===== src/rtl/gds_pkg.sv =====
package gds_pkg;

   typedef enum logic [2:0] {
      ST_OFF     = 3'd0,
      ST_HS_WAIT = 3'd1,
      ST_HS_ON   = 3'd2,
      ST_LS_WAIT = 3'd3,
      ST_LS_ON   = 3'd4,
      ST_CLAMP   = 3'd5
   } gds_state_e;

   // bit positions of the synchronised input bundle
   localparam int unsigned IX_PWM   = 0;
   localparam int unsigned IX_SHDN  = 1;
   localparam int unsigned IX_LSOFF = 2;
   localparam int unsigned IX_CLAMP = 3;
   localparam int unsigned IX_PGOOD = 4;
   localparam int unsigned IX_SWLO  = 5;
   localparam int unsigned IX_HGLO  = 6;
   localparam int unsigned IX_LGLO  = 7;
   localparam int unsigned N_INPUTS = 8;

   function automatic int unsigned tmo_cycles(input int unsigned clk_hz,
                                              input int unsigned tmo_ns);
      longint unsigned prod;
      prod = longint'(clk_hz / 1000) * longint'(tmo_ns);
      return int'(prod / 64'd1_000_000);
   endfunction

endpackage


===== src/rtl/gds_sync.sv =====
module gds_sync #(
   parameter int unsigned WIDTH  = 8,
   parameter int unsigned STAGES = 2
) (
   input  logic             clk,
   input  logic             rst_n,
   input  logic [WIDTH-1:0] d,
   output logic [WIDTH-1:0] q
);

   generate
      if (STAGES < 2) begin : g_bad_depth
         $error("gds_sync: STAGES must be at least 2");
      end
   endgenerate

   logic [WIDTH-1:0] pipe [STAGES];

   generate
      for (genvar s = 0; s < STAGES; s++) begin : g_stage
         if (s == 0) begin : g_first
            always_ff @(posedge clk or negedge rst_n) begin
               if (!rst_n) pipe[s] <= '0;
               else        pipe[s] <= d;
            end
         end else begin : g_next
            always_ff @(posedge clk or negedge rst_n) begin
               if (!rst_n) pipe[s] <= '0;
               else        pipe[s] <= pipe[s-1];
            end
         end
      end
   endgenerate

   assign q = pipe[STAGES-1];

endmodule


===== src/rtl/gds_timer.sv =====
module gds_timer #(
   parameter int unsigned TMO_CYC = 17
) (
   input  logic clk,
   input  logic rst_n,
   input  logic run,
   output logic expired
);

   localparam int unsigned CW = (TMO_CYC < 2) ? 1 : $clog2(TMO_CYC);
   localparam logic [CW-1:0] LAST = CW'(TMO_CYC - 1);

   generate
      if (TMO_CYC < 2) begin : g_bad_tmo
         $error("gds_timer: TMO_CYC must be at least 2");
      end
   endgenerate

   logic [CW-1:0] cnt;

   always_ff @(posedge clk or negedge rst_n) begin
      if (!rst_n)          cnt <= '0;
      else if (!run)       cnt <= '0;
      else if (cnt != LAST) cnt <= cnt + 1'b1;
   end

   assign expired = run && (cnt == LAST);

   // the count stays inside its window and restarts whenever the wait ends
   p_cnt_bound_r3: assert property (@(posedge clk) disable iff (!rst_n)
      cnt <= LAST);
   p_cnt_clear_r9: assert property (@(posedge clk) disable iff (!rst_n)
      !run |=> cnt == '0);

endmodule


===== src/rtl/gds_fsm.sv =====
module gds_fsm
   import gds_pkg::*;
(
   input  logic                clk,
   input  logic                rst_n,
   input  logic [N_INPUTS-1:0] in_s,
   input  logic                tmo_hit,
   output logic                wait_low,
   output logic                hs_drv,
   output logic                ls_drv
);

   gds_state_e state, nxt;

   logic pwm, shdn, lsoff, clamp, pgood, swlo, hglo, lglo;
   assign pwm   = in_s[IX_PWM];
   assign shdn  = in_s[IX_SHDN];
   assign lsoff = in_s[IX_LSOFF];
   assign clamp = in_s[IX_CLAMP];
   assign pgood = in_s[IX_PGOOD];
   assign swlo  = in_s[IX_SWLO];
   assign hglo  = in_s[IX_HGLO];
   assign lglo  = in_s[IX_LGLO];

   always_comb begin
      nxt = state;
      if (clamp) begin
         nxt = ST_CLAMP;
      end else if (!shdn || !pgood) begin
         nxt = ST_OFF;
      end else begin
         unique case (state)
            ST_OFF:     nxt = pwm ? ST_HS_WAIT : ST_LS_WAIT;
            ST_HS_WAIT: if (!pwm) nxt = ST_LS_WAIT;
                        else if (lglo) nxt = ST_HS_ON;
            ST_HS_ON:   if (!pwm) nxt = ST_LS_WAIT;
            ST_LS_WAIT: if (pwm) nxt = ST_HS_WAIT;
                        else if ((swlo && hglo) || tmo_hit) nxt = ST_LS_ON;
            ST_LS_ON:   if (pwm) nxt = ST_HS_WAIT;
            ST_CLAMP:   nxt = ST_OFF;
            default:    nxt = ST_OFF;
         endcase
      end
   end

   always_ff @(posedge clk or negedge rst_n) begin
      if (!rst_n) state <= ST_OFF;
      else        state <= nxt;
   end

   assign wait_low = (state == ST_LS_WAIT);
   assign hs_drv   = (state == ST_HS_ON);
   assign ls_drv   = (state == ST_CLAMP) || ((state == ST_LS_ON) && lsoff);

   // never both enables
   p_no_overlap_r11: assert property (@(posedge clk) disable iff (!rst_n)
      !(hs_drv && ls_drv));
   // upper enable only rises after lower gate reported low
   p_hs_after_lg_r4: assert property (@(posedge clk) disable iff (!rst_n)
      $rose(hs_drv) |-> $past(lglo) && $past(pwm));
   // lower enable from the wait state needs both flags or the timeout
   p_ls_gate_r2: assert property (@(posedge clk) disable iff (!rst_n)
      (state == ST_LS_ON && $past(state == ST_LS_WAIT)) |->
         ($past(swlo && hglo) || $past(tmo_hit)));
   // crowbar forces lower on, upper off
   p_clamp_r8: assert property (@(posedge clk) disable iff (!rst_n)
      clamp |=> (ls_drv && !hs_drv));
   // shutdown forces both off
   p_shdn_r5: assert property (@(posedge clk) disable iff (!rst_n)
      (!shdn && !clamp) |=> (!hs_drv && !ls_drv));
   // lockout forces both off
   p_uvlo_r7: assert property (@(posedge clk) disable iff (!rst_n)
      (!pgood && !clamp) |=> (!hs_drv && !ls_drv));
   // leaving an override never jumps straight to a driven switch
   p_restart_r10: assert property (@(posedge clk) disable iff (!rst_n)
      $past(state == ST_CLAMP || state == ST_OFF) |-> !hs_drv);

endmodule


===== src/rtl/gds_sequencer.sv =====
module gds_sequencer
   import gds_pkg::*;
#(
   parameter int unsigned CLK_HZ      = 50_000_000,
   parameter int unsigned TIMEOUT_NS  = 350,
   parameter int unsigned SYNC_STAGES = 2
) (
   input  logic clk,
   input  logic rst_n,
   input  logic pwm_in,
   input  logic shdn_n,
   input  logic lsoff_n,
   input  logic clamp_req,
   input  logic pgood,
   input  logic sw_low,
   input  logic hg_low,
   input  logic lg_low,
   output logic hs_drv,
   output logic ls_drv
);

   localparam int unsigned TMO_CYC = tmo_cycles(CLK_HZ, TIMEOUT_NS);

   generate
      if (TIMEOUT_NS < 150 || TIMEOUT_NS > 600) begin : g_bad_window
         $error("gds_sequencer: TIMEOUT_NS outside 150..600");
      end
      if (TMO_CYC < 2) begin : g_bad_clock
         $error("gds_sequencer: clock too slow for timeout resolution");
      end
   endgenerate

   logic [N_INPUTS-1:0] raw, in_s;
   logic                run, tmo_hit;

   always_comb begin
      raw            = '0;
      raw[IX_PWM]    = pwm_in;
      raw[IX_SHDN]   = shdn_n;
      raw[IX_LSOFF]  = lsoff_n;
      raw[IX_CLAMP]  = clamp_req;
      raw[IX_PGOOD]  = pgood;
      raw[IX_SWLO]   = sw_low;
      raw[IX_HGLO]   = hg_low;
      raw[IX_LGLO]   = lg_low;
   end

   gds_sync #(.WIDTH(N_INPUTS), .STAGES(SYNC_STAGES)) u_sync (
      .clk   (clk),
      .rst_n (rst_n),
      .d     (raw),
      .q     (in_s)
   );

   gds_timer #(.TMO_CYC(TMO_CYC)) u_timer (
      .clk     (clk),
      .rst_n   (rst_n),
      .run     (run),
      .expired (tmo_hit)
   );

   gds_fsm u_fsm (
      .clk      (clk),
      .rst_n    (rst_n),
      .in_s     (in_s),
      .tmo_hit  (tmo_hit),
      .wait_low (run),
      .hs_drv   (hs_drv),
      .ls_drv   (ls_drv)
   );

endmodule


===== config.mk =====
export PLATFORM = sky130hd
export DESIGN_NAME = gds_sequencer
export DESIGN_NICKNAME = d
export VERILOG_FILES = /design/src/rtl/gds_pkg.sv /design/src/rtl/gds_sync.sv /design/src/rtl/gds_timer.sv /design/src/rtl/gds_fsm.sv /design/src/rtl/gds_sequencer.sv
export SDC_FILE = /design/constraint.sdc
export NUM_CORES = 1
export LEC_CHECK = 0
export ABC_AREA = 1
export ABC_CLOCK_PERIOD_IN_PS = 1800
export BUFFER_PORTS_ARGS = -buffer_cell sky130_fd_sc_hd__buf_2
export CAP_MARGIN = 20
export CORE_MARGIN = 2
export CORE_UTILIZATION = 55
export CTS_BUF_LIST = sky130_fd_sc_hd__clkbuf_8
export DETAILED_ROUTE_END_ITERATION = 12
export PLACE_DENSITY = 0.81
export SYNTH_ARGS = -nofsm -noshare
export SYNTH_HDL_FRONTEND = slang
export SYNTH_HIERARCHICAL = 1
export SYNTH_SLANG_ARGS = --single-unit

===== constraint.sdc =====
create_clock -name clk -period 1.8 [get_ports clk]
set_clock_uncertainty 0.05 [all_clocks]
set_input_delay 0.09 -clock clk [delete_from_list [all_inputs] [get_ports clk]]
set_output_delay 0.09 -clock clk [all_outputs]
set_load 0.005 [all_outputs]

* After elaboration in Yosys (flattened, before gate mapping)
Index checks and enable logic that the tools add are counted.
** Word-level totals
- Flip-flop bits (word level) :: 24
- Output and inout port bits :: 2
- Word-level logic and storage cells :: 39
** Operators by class
- Equality and inequality tests :: 12
- $add $sub $neg :: 1
- Mux-type cells :: 12
- Reductions and logical operators :: 10
** Operator list (number)
- 3-bit two-way mux :: 8
- 3-bit case mux with 5 select lines :: 1
- 5-bit two-way mux :: 2
- 3-bit by 2-bit == test with 1-bit output, second input constant :: 2
- 3-bit == test, second input constant :: 2
- 5-bit by 1-bit adder with 5-bit output, second input constant :: 1
- 5-bit == test, second input constant :: 1
- 5-bit by 3-bit inequality test with 1-bit output, second input constant :: 1
- 5-bit by 4-bit inequality test with 1-bit output, second input constant :: 1
- 5-bit inequality test, second input constant :: 1
- 4-bit by 2-bit inequality test with 1-bit output, second input constant :: 1
- 4-bit by 3-bit inequality test with 1-bit output, second input constant :: 1
- 4-bit AND reduction :: 1
- 3-bit by 1-bit == test with 1-bit output, second input constant :: 1
- 1-bit logical AND :: 3
- 3-bit zero test :: 1
- 1-bit logical OR :: 3
- 1-bit zero test :: 2
- 2-bit two-way mux :: 1
- 2-bit inequality test, second input constant :: 1

* Depth between registers and ports, before layout
Gate-level depths: netlist (run 1).
- Depth in word-level cells :: 8
- Mapped depth :: 11
- Gate-level depth less buffers :: 10

* By module
Netlist (run 1), hierarchy kept.
** By module, submodules not included
- gds_sync :: seq. area each 400.4 um^2, cells an instance 24, times used 1, area each 460.4 um^2
- gds_fsm :: seq. area each 75.1 um^2, cells an instance 61, times used 1, area each 356.6 um^2
- gds_timer :: seq. area each 125.1 um^2, cells an instance 41, times used 1, area each 309.0 um^2

* Worst setup path after synthesis (run 1)
Ideal clock, no wire load.
- Path type :: register to register
- Start point :: register u_timer.cnt[0]
- End point :: register u_fsm.state[0]
- Library setup time :: 117 ps
- Required time :: 1633 ps
- Arrival :: 1252 ps
- Period minus slack after synthesis :: 1419 ps
- Stages on the path, launching flop included :: 11
- Slack :: 381 ps
- Cell sequence :: dfrtp_1 inv_1 ha_1 nand2_2 nor2_4 a21oi_1 nand3_2 nand3_2 nand2_1 nand2_1 nand2_1
** Between the ends
- Longest elaborated chain between the ends :: 5
** Ends and longest elaborated chain
- start: declaration :: line gds_timer.sv:19 : logic [CW-1:0] cnt;
- start signal: assignment :: line gds_timer.sv:24 : else if (cnt != LAST) cnt <= cnt + 1'b1;
- 5-bit == test :: line gds_timer.sv:27 : assign expired = run && (cnt == LAST);
- 1-bit logical AND :: line gds_timer.sv:27
- net tmo_hit :: line gds_sequencer.sv:34 : logic run, tmo_hit;
- 1-bit logical OR :: line gds_fsm.sv:38 : else if ((swlo && hglo) || tmo_hit) nxt = ST_LS_ON;
- 5-bit by 3-bit inequality test with 1-bit output (no source line)
- 4-bit AND reduction (no source line)
- end signal: assignment :: line gds_fsm.sv:48 : else state <= nxt;
- end: declaration :: line gds_fsm.sv:13 : gds_state_e state, nxt;
The timed path passes the listed nets, and every way through them passes these cells.
A chain may end at the register's enable or synchronous reset.

* Final worst setup path (run 1)
Ends and elaborated chain as after synthesis.

==> results of run 1 <==
logic make-up (layout without fill, tap and decap cells):
logic type,after synthesis,count (layout),synth area share (%)
fa+ha+maj,2,2,2.22
simple gates,68,68,29.4
compound gates,5,5,2.55
buf+inv,27,43,12.4
flops,24,24,53.3
layer usage:
layer	global-route usage, %	vias to the layer above
li1	-	420
met1	21.6	384
met2	33.3	37
met3	2.76	8
met4	8.10	0
met5	0	-
sequential cells by signal (all words and copies together) (netlist names):
name         count
u_sync/pipe      8
u_sync/q         8
u_timer/cnt      5
u_fsm/state      3
cells in the final DEF, fill, tap and decap left out, types with 3 or more instances in the layout:
| master | count |
|---|---|
| buf_2 | 11 |
| clkbuf_8 | 3 |
| dfrtp_1 | 24 |
| dlygate4sd3_1 | 9 |
| inv_1 | 16 |
| nand2_1 | 20 |
| nand2_2 | 5 |
| nand3_1 | 8 |
| nand4_1 | 7 |
| nor2_1 | 19 |
| nor3_1 | 3 |
| o21ai_0 | 3 |
final cells by class:
type	instances	area, um2	share of cell area [%]
Clock buffer	3	41.3	3.15
Sequential cell	24	601	45.8
Multi-Input combinational cell	75	385	29.4
Tap cell	27	33.8	2.57
Clock inverter	1	30.0	2.29
Inverter	18	68.8	5.24
Timing Repair Buffer	21	153	11.6
stage by stage:
stage | utilization (%) | setup slack (ns)
finish | 67.6 | 0.164
global placement | 59.3 | 0.342
floorplan | - | 0.381
global route | 67.6 | 0.0656
detailed placement | 59.3 | 0.234
CTS | 67.6 | 0.172
what timing repair did:
item	CTS	global route
endpoints found under the hold margin	32	0
endpoints found under the setup margin	0	0
hold buffers	9	0
power breakdown:
part           internal, mW  leakage (nW)  switching [mW]
Combinational        0.0350         0.349          0.0457
Sequential            0.561         0.293          0.0135
Clock                 0.297        0.0357           0.157
Total                 0.892         0.678           0.217
worst min-delay path by stage:
stage | to | cells after the start | slack (ns)
2_1_floorplan | u_fsm/state[0] | 0 | -0.26
3_3_place_gp | u_fsm/state[0] | 1 | 0.03
3_5_place_dp | u_fsm/state[1] | 1 | 0.03
4_1_cts | u_fsm/state[1] | 2 | 0.29
5_1_grt | u_sync/q[4] | 0 | 0.32
6_report | u_sync/q[1] | 0 | 0.30
worst reg2reg max path, cell delays in order, from the launching register on:
cell	delay (ns)
dfrtp_1	0.43
inv_1	0.06
ha_1	0.24
nand2_2	0.10
nor2_4	0.04
a21oi_1	0.23
nand3_2	0.13
nand3_2	0.09
nand2_1	0.05
nand2_1	0.05
nand2_1	0.04
==> impl_metrics.py, run 1 <==
metrics = {
    "finish": {
        "final_cell_count_no_fill": 169,
        "finalInstanceArea_um2": 1310,
        "antenna_cells": 0,
        "final_nets": 155,
        "drive_gt1_share_pct": 20.4,
        "fillers": 150,
        "area_growth_pct": 16.6,
    },
    "min_path": {
        "worst_hold_startpoint": "u_sync/pipe[9]",
        "hold_class": "reg2reg",
    },
    "timing": {
        "worst_pin_slew_ns": 0.509,
        "finalSetupViolations": 0,
        "finalHoldViolCount": 0,
        "slew_headroom_pct": 66.1,
        "final_max_slew_viol_count": 0,
        "finalSetupTns_ns": 0,
        "max_freq_mhz": 611,
        "min_period_ns": 1.64,
        "whs_ns": 0.301,
        "finalCritPeriodShare_pct": 90.9,
        "rsz0062_at_grt": "false",
    },
    "worst_setup_path": {
        "crit_path_start": "u_timer/cnt[0]",
        "worstSetupPathType": "reg2reg",
        "end_kind": "flop",
        "endpoint": "u_fsm/state[0]",
        "rr_endpoint": "u_fsm/state[0]",
        "reg2reg_setup_slack_ns": 0.16,
        "crit_chain": "inv_1, ha_1, nand2_2, nor2_4, a21oi_1, nand3_2, nand3_2, nand2_1, nand2_1, nand2_1",
        "slowest_delay_ns": 0.43,
        "startpoint_type": "flop",
        "reg2regPathDepth": 10,
        "reg2reg_from": "u_timer/cnt[0]",
        "cp_max_fo": 6,
        "crit_slowest_cell": "dfrtp_1",
        "crit_top_cell": "nand2_1",
        "cp.depth": 10,
        "cp.required_ns": 1.90,
        "critical-path-top-delay-family": "simple AND/OR/NAND/NOR gates",
        "arrival_ns": 1.74,
        "cp.buffers_inverters": 1,
    },
    "die": {
        "pin_count": 12,
        "dieWidth_um": 49.3,
        "die_h_um": 49.3,
        "start_util_pct": 58.0,
        "num_rows": 16,
        "die_area_um2": 2430,
        "core-area_um2": 1940,
    },
    "clock_network": {
        "cts_resized": 0,
        "cts-root-buf": "clkbuf_8",
        "cts_made_buffers": 3,
        "post_cts_buffers": 0,
        "numClockSinks": 24,
        "max-clock-path-buffers": 2,
        "cts_tree": "built",
        "clkTransAtPathRegs_ns": 0.08,
        "clk_latency_ns": 0.26,
        "htree_levels": 1,
    },
    "drt": {
        "routed-via-count": 849,
        "dr.pass1.iters": 4,
        "highest_layer": "met4",
        "drc_errors": 0,
        "vias_per_cell": 5.02,
        "wl_met1_um": 798,
        "first_iter_violations": 42,
        "wl_per_cell_um": 11.8,
        "ant_nets": 0,
        "drt-total-wl_mm": 1.99,
        "dr_wl_met2_mm": 1.04,
        "wl_met3_um": 90,
    },
    "yosys": {
        "syn-instance-count": 126,
        "syn_area_per_cell_um2": 8.94,
        "synth_area_leader_cell": "dfrtp_1",
        "yosysSeqAreaShare_pct": 53.3,
        "syn_area_um2": 1130,
        "synthesis.nets": 138,
        "synthArstFlopShare_pct": 100,
        "yosys-top-cells-area": "dfrtp_1 (53%), nand2_1 (6.7%), nor2_1 (6.3%)",
        "post_synth_num_cell_types": 20,
        "synth_common_cells": "dfrtp_1 (24), nand2_1 (20), nor2_1 (19)",
        "synth_edf_count": 0,
        "yosys_most_used_dff": "dfrtp_1",
        "synth-seq-cells": 24,
        "synth_top_area_share_pct": 53.3,
        "yosysWarnings": 6,
        "synth.most_common_cell": "dfrtp_1",
    },
    "global_routing": {
        "grt_usage_pct": 18.5,
        "grt_pass1_wl_mm": 3.40,
        "overflow": 0,
        "grt_max_degree": 25,
        "antenna_found_initial": 0,
        "grt_pass1_vias": 827,
    },
    "place": {
        "hpwl_mm": 1.35,
        "place_area_um2": 1150,
        "dpl.cell_count": 156,
        "io_buffers": 11,
        "finalWeightedCongestion": 0.903,
    },
    "run_status": {
        "status": "finished, final reports clean",
    },
    "power_and_ir_drop": {
        "power.total_mw": 1.11,
        "ir_worst_vdd_mv": 0.774,
        "cellLeakagePower_nw": 0.678,
        "power_density_nw_per_um2": 845,
    },
    "job": {
        "max-cap-violations": 0,
    },
}
(Power assumes the default switching activity.)
==> run 2, diff against run 1 <==
- ABC_CLOCK_PERIOD_IN_PS: 1800 -> 1480
- CORE_UTILIZATION: 55 -> 53
- PLACE_DENSITY: 0.81 -> 0.82
- clock period: 1.8 -> 1.48 ns (I/O delays scaled with it)
==> impl_metrics.py, run 2 (synthesized netlist as in run 1, its figures left out) <==
metrics = {
    "power_and_ir_drop": {
        "cellLeakagePower_nw": 0.703,
        "power.total_mw": 1.36,
        "clkPwrFrac_pct": 41.1,
        "power_frac_comb_pct": 7.7,
        "swShare_pct": 19.7,
        "ir_worst_vdd_mv": 0.983,
        "internal-power_mw": 1.09,
        "power_frac_seq_pct": 51.2,
        "power_density_nw_per_um2": 1000,
        "p_sw_mw": 0.268,
    },
    "clock_network": {
        "post_cts_buffers": 0,
        "clk_latency_ns": 0.26,
        "max-clock-path-buffers": 2,
        "numClockSinks": 24,
        "clkTransAtPathRegs_ns": 0.08,
        "cts_made_buffers": 3,
        "htree_levels": 1,
        "cts-root-buf": "clkbuf_8",
        "cts_tree": "built",
    },
    "drt": {
        "drt-total-wl_mm": 1.89,
        "dr_wl_met2_um": 977,
        "drc_errors": 0,
        "wl_met3_um": 98,
        "dr.pass1.iters": 4,
        "highest_layer": "met4",
        "routed-via-count": 857,
        "wl_per_cell_um": 10.8,
        "wl_met1_um": 797,
        "ant_nets": 0,
        "first_iter_violations": 24,
        "vias_per_cell": 4.93,
    },
    "place": {
        "hpwl_mm": 1.33,
        "place_area_um2": 1190,
        "dpl.cell_count": 161,
        "io_buffers": 11,
        "finalWeightedCongestion": 0.877,
    },
    "finish": {
        "antenna_cells": 0,
        "final_nets": 160,
        "finalInstanceArea_um2": 1360,
        "area_growth_pct": 20.4,
        "final_common_cell": "dfrtp_1",
        "final_cell_count_no_fill": 174,
        "fillers": 139,
        "drive_gt1_share_pct": 24.5,
        "mostFrequentLayoutCells": "dfrtp_1 (24), nand2_1 (20), nor2_1 (19)",
    },
    "run_status": {
        "status": "finished, final reports clean",
    },
    "global_routing": {
        "grt_pass1_vias": 794,
        "grt_usage_pct": 17.9,
        "overflow": 0,
        "antenna_found_initial": 0,
        "grt_pass1_wl_mm": 3.35,
        "grt_max_degree": 25,
    },
    "worst_setup_path": {
        "worstSetupPathType": "reg2reg",
        "cp.required_ns": 1.59,
        "cp_max_fo": 3,
        "arrival_ns": 1.45,
        "startpoint_type": "flop",
        "end_kind": "flop",
    },
    "die": {
        "dieWidth_um": 50.1,
        "core-area_um2": 1980,
        "die_h_um": 50.1,
        "start_util_pct": 56.8,
        "die_area_um2": 2510,
        "pin_count": 12,
        "num_rows": 16,
    },
    "timing": {
        "worst_pin_slew_ns": 0.511,
        "slew_headroom_pct": 65.9,
        "final_max_slew_viol_count": 0,
        "finalCritPeriodShare_pct": 90.7,
        "finalSetupTns_ns": 0,
        "rsz0062_at_grt": "false",
        "finalHoldViolCount": 0,
        "min_period_ns": 1.34,
        "max_freq_mhz": 745,
        "finalSetupViolations": 0,
    },
    "min_path": {
        "hold_class": "in2async",
    },
    "job": {
        "max-cap-violations": 0,
    },
}
-- run 2: final timing paths --
| kind | startpoint | to | slack [ns] | cells past startpoint |
|---|---|---|---|---|
| min reg2reg | u_sync/pipe[11] | u_sync/q[3] | 0.30 | 0 |
| max in group asynchronous | rst_n | u_fsm/state[2] | 0.78 | 2 |
| max reg2reg | u_fsm/state[1] | u_fsm/state[0] | 0.14 | 10 |
| max | u_fsm/state[1] | u_fsm/state[0] | 0.14 | 10 |
| min | rst_n | u_timer/cnt[3] | 0.26 | 2 |
| min in group clk | u_sync/pipe[11] | u_sync/q[3] | 0.30 | 0 |
-- run 2: layout make-up --
| class | count | area, um2 | area share, % |
|---|---|---|---|
| clock buffer | 3 | 41.3 | 3.04 |
| clock inverter | 1 | 30.0 | 2.21 |
| inverter | 18 | 68.8 | 5.07 |
| multi-input combinational | 75 | 392 | 28.9 |
| sequential | 24 | 601 | 44.3 |
| tap | 27 | 33.8 | 2.49 |
| timing repair buffer | 26 | 190 | 14.0 |
-- run 2: layer usage --
metal	GRT usage, %	vias up
li1	-	428
met1	22.8	400
met2	29.8	27
met3	4.55	2
met4	5.56	0
met5	0	-
-- run 2: critical path, stage by stage, from the launching register on --
cell and delay, ns:
dfrtp_1 0.41, nand2_2 0.12, nor2_4 0.04, nand2_2 0.10, nor2_4 0.05, a21oi_2 0.14, nand3_2 0.10, nand3_2 0.08
nand2_1 0.05, nand2_1 0.05, nand2_1 0.04
-- run 2: through the flow --
stage,utilization (%),worst slack [ns],hold slack (ns)
6_report,68.4,0.138,0.255
5_1_grt,68.4,0.00484,0.312
4_1_cts,68.1,0.0657,0.267
3_5_place_dp,60.0,0.0816,0.0277
3_3_place_gp,60.0,0.142,0.0178
2_1_floorplan,-,0.0615,-0.272
-- run 2: power groups by stage --
stage                     Sequential, mW  Combinational [mW]  Clock, mW
after global placement             0.706              0.0845          0
after floorplan                    0.705              0.0624          0
after detailed placement           0.708              0.0869          0
after global routing               0.698               0.120      0.611
after CTS                          0.695               0.105      0.581
final                              0.695               0.105      0.559
-- run 2: repair_timing --
action | in CTS | in global routing
setup endpoints to repair | 0 | 2
hold buffers | 9 | 0
endpoints found under the hold margin | 32 | 0
resized for setup | 0 | 2
==> run 3, diff against run 2 <==
- CORE_UTILIZATION: 53 -> 35
- PLACE_DENSITY: 0.82 -> 0.6
==> impl_metrics.py, run 3 (synthesized netlist as in run 1, its figures left out) <==
metrics = {
    "power_and_ir_drop": {
        "ir_worst_vdd_mv": 0.542,
        "cellLeakagePower_nw": 0.699,
        "clkPwrFrac_pct": 41.2,
        "p_sw_mw": 0.268,
        "swShare_pct": 19.7,
        "power_density_nw_per_um2": 991,
        "internal-power_mw": 1.09,
        "power_frac_seq_pct": 51.1,
        "power_frac_comb_pct": 7.7,
    },
    "global_routing": {
        "grt_pass1_vias": 740,
        "overflow": 0,
        "grt_usage_pct": 11.2,
        "grt_pass1_wl_mm": 3.05,
        "antenna_found_initial": 0,
        "grt_max_degree": 25,
    },
    "timing": {
        "final_max_slew_viol_count": 0,
        "min_period_ns": 1.35,
        "worst_pin_slew_ns": 0.520,
        "rsz0062_at_grt": "false",
        "finalSetupViolations": 0,
        "slew_headroom_pct": 65.4,
        "finalHoldViolCount": 0,
        "max_freq_mhz": 743,
        "finalSetupTns_ns": 0,
        "finalCritPeriodShare_pct": 90.9,
    },
    "die": {
        "die_h_um": 60.7,
        "num_rows": 20,
        "pin_count": 12,
        "start_util_pct": 36.9,
        "dieWidth_um": 60.7,
        "core-area_um2": 3050,
        "die_area_um2": 3690,
    },
    "finish": {
        "area_growth_pct": 21.7,
        "drive_gt1_share_pct": 24.0,
        "antenna_cells": 0,
        "final_common_cell": "dfrtp_1",
        "final_nets": 159,
        "mostFrequentLayoutCells": "dfrtp_1 (24), nand2_1 (20), nor2_1 (19)",
        "finalInstanceArea_um2": 1370,
    },
    "worst_setup_path": {
        "arrival_ns": 1.45,
        "crit_top_cell": "nand2_1",
        "cp_max_fo": 4,
        "end_kind": "flop",
        "worstSetupPathType": "reg2reg",
        "crit_slowest_cell": "dfrtp_1",
        "cp.required_ns": 1.59,
        "startpoint_type": "flop",
        "reg2reg_setup_slack_ns": 0.13,
        "slowest_delay_ns": 0.37,
        "crit_chain": "inv_1, ha_2, nand2_2, nor2_4, a21oi_2, nand3_2, nand3_2, nand2_1, nand2_1, nand2_1",
    },
    "clock_network": {
        "clkTransAtPathRegs_ns": 0.08,
        "max-clock-path-buffers": 2,
        "clk_latency_ns": 0.26,
        "cts_made_buffers": 3,
        "cts_tree": "built",
        "htree_levels": 1,
        "cts-root-buf": "clkbuf_8",
        "numClockSinks": 24,
    },
    "place": {
        "io_buffers": 11,
        "hpwl_mm": 1.26,
        "place_area_um2": 1200,
        "finalWeightedCongestion": 0.806,
    },
    "drt": {
        "drc_errors": 0,
        "ant_nets": 0,
        "dr.pass1.iters": 6,
        "first_iter_violations": 28,
        "routed-via-count": 862,
        "wl_per_cell_um": 9.40,
        "vias_per_cell": 4.54,
        "drt-total-wl_mm": 1.79,
    },
    "job": {
        "max-cap-violations": 0,
    },
    "min_path": {
        "hold_class": "in2async",
    },
    "run_status": {
        "status": "finished, final reports clean",
    },
}
[run 3: what timing repair did]
| item | in CTS | in global routing |
|---|---|---|
| gates resized for setup | 0 | 2 |
| buffers inserted | 0 | 0 |
| endpoints found under the hold margin | 32 | 0 |
| hold buffers | 9 | 0 |
| endpoints found under the setup margin | 0 | 3 |
[run 3: power groups by stage]
stage	clock network (mW)	registers, mW	logic, mW
global placement	0	0.706	0.0847
finish	0.559	0.695	0.104
floorplan	0	0.705	0.0624
CTS	0.579	0.694	0.104
global route	0.611	0.697	0.119
detailed placement	0	0.708	0.0862
[run 3: path summary, 6_finish.rpt]
path / start / endpoint / cells past startpoint
max in group asynchronous: rst_n / u_sync/q[4] / 2
min in group clk: u_sync/pipe[11] / u_sync/q[3] / 0
max reg2reg: u_timer/cnt[0] / u_fsm/state[0] / 10
max: u_timer/cnt[0] / u_fsm/state[0] / 10
min reg2reg: u_sync/pipe[11] / u_sync/q[3] / 0
min: rst_n / u_timer/cnt[3] / 2
[run 3: metal layers]
| metal | track usage (%) | share of wire, % |
|---|---|---|
| met4 | 4.66 | 0.67 |
| met3 | 2.56 | 4.1 |
| met5 | 0 | 0 |
| met1 | 14.4 | 48 |
| met2 | 18.3 | 47 |
[run 3: final cells by class]
| cell class | count | area, um2 |
|---|---|---|
| flip-flops and latches | 24 | 601 |
| multi-input cells | 75 | 392 |
| clock buffers | 3 | 41.3 |
| well taps | 44 | 55.1 |
| clock inverters | 1 | 30.0 |
| repair buffers | 25 | 183 |
| fillers | 306 | 1680 |
| inverters | 18 | 68.8 |
[run 3: worst max-delay path, delay by kind of cell (launching register included)]
family / cells / cell delay, ns
AOI/OAI and AO/OA: 1 / 0.14
adders and majority gates: 1 / 0.20
and+or+nand+nor: 7 / 0.44
buffers and inverters: 1 / 0.05
DFF: 1 / 0.37
[run 3: per-stage QoR]
stage	utilization, %	std cells	power (mW)	hold slack [ns]	setup WS (ns)
after detailed placement	39.4	177	0.794	0.0358	0.0373
after CTS	44.7	190	1.38	0.281	0.0203
after floorplan	-	126	0.767	-0.272	0.0615
after global routing	44.9	190	1.43	0.313	0.0138
after global placement	39.4	177	0.791	0.0198	0.108
final	44.9	190	1.36	0.266	0.135
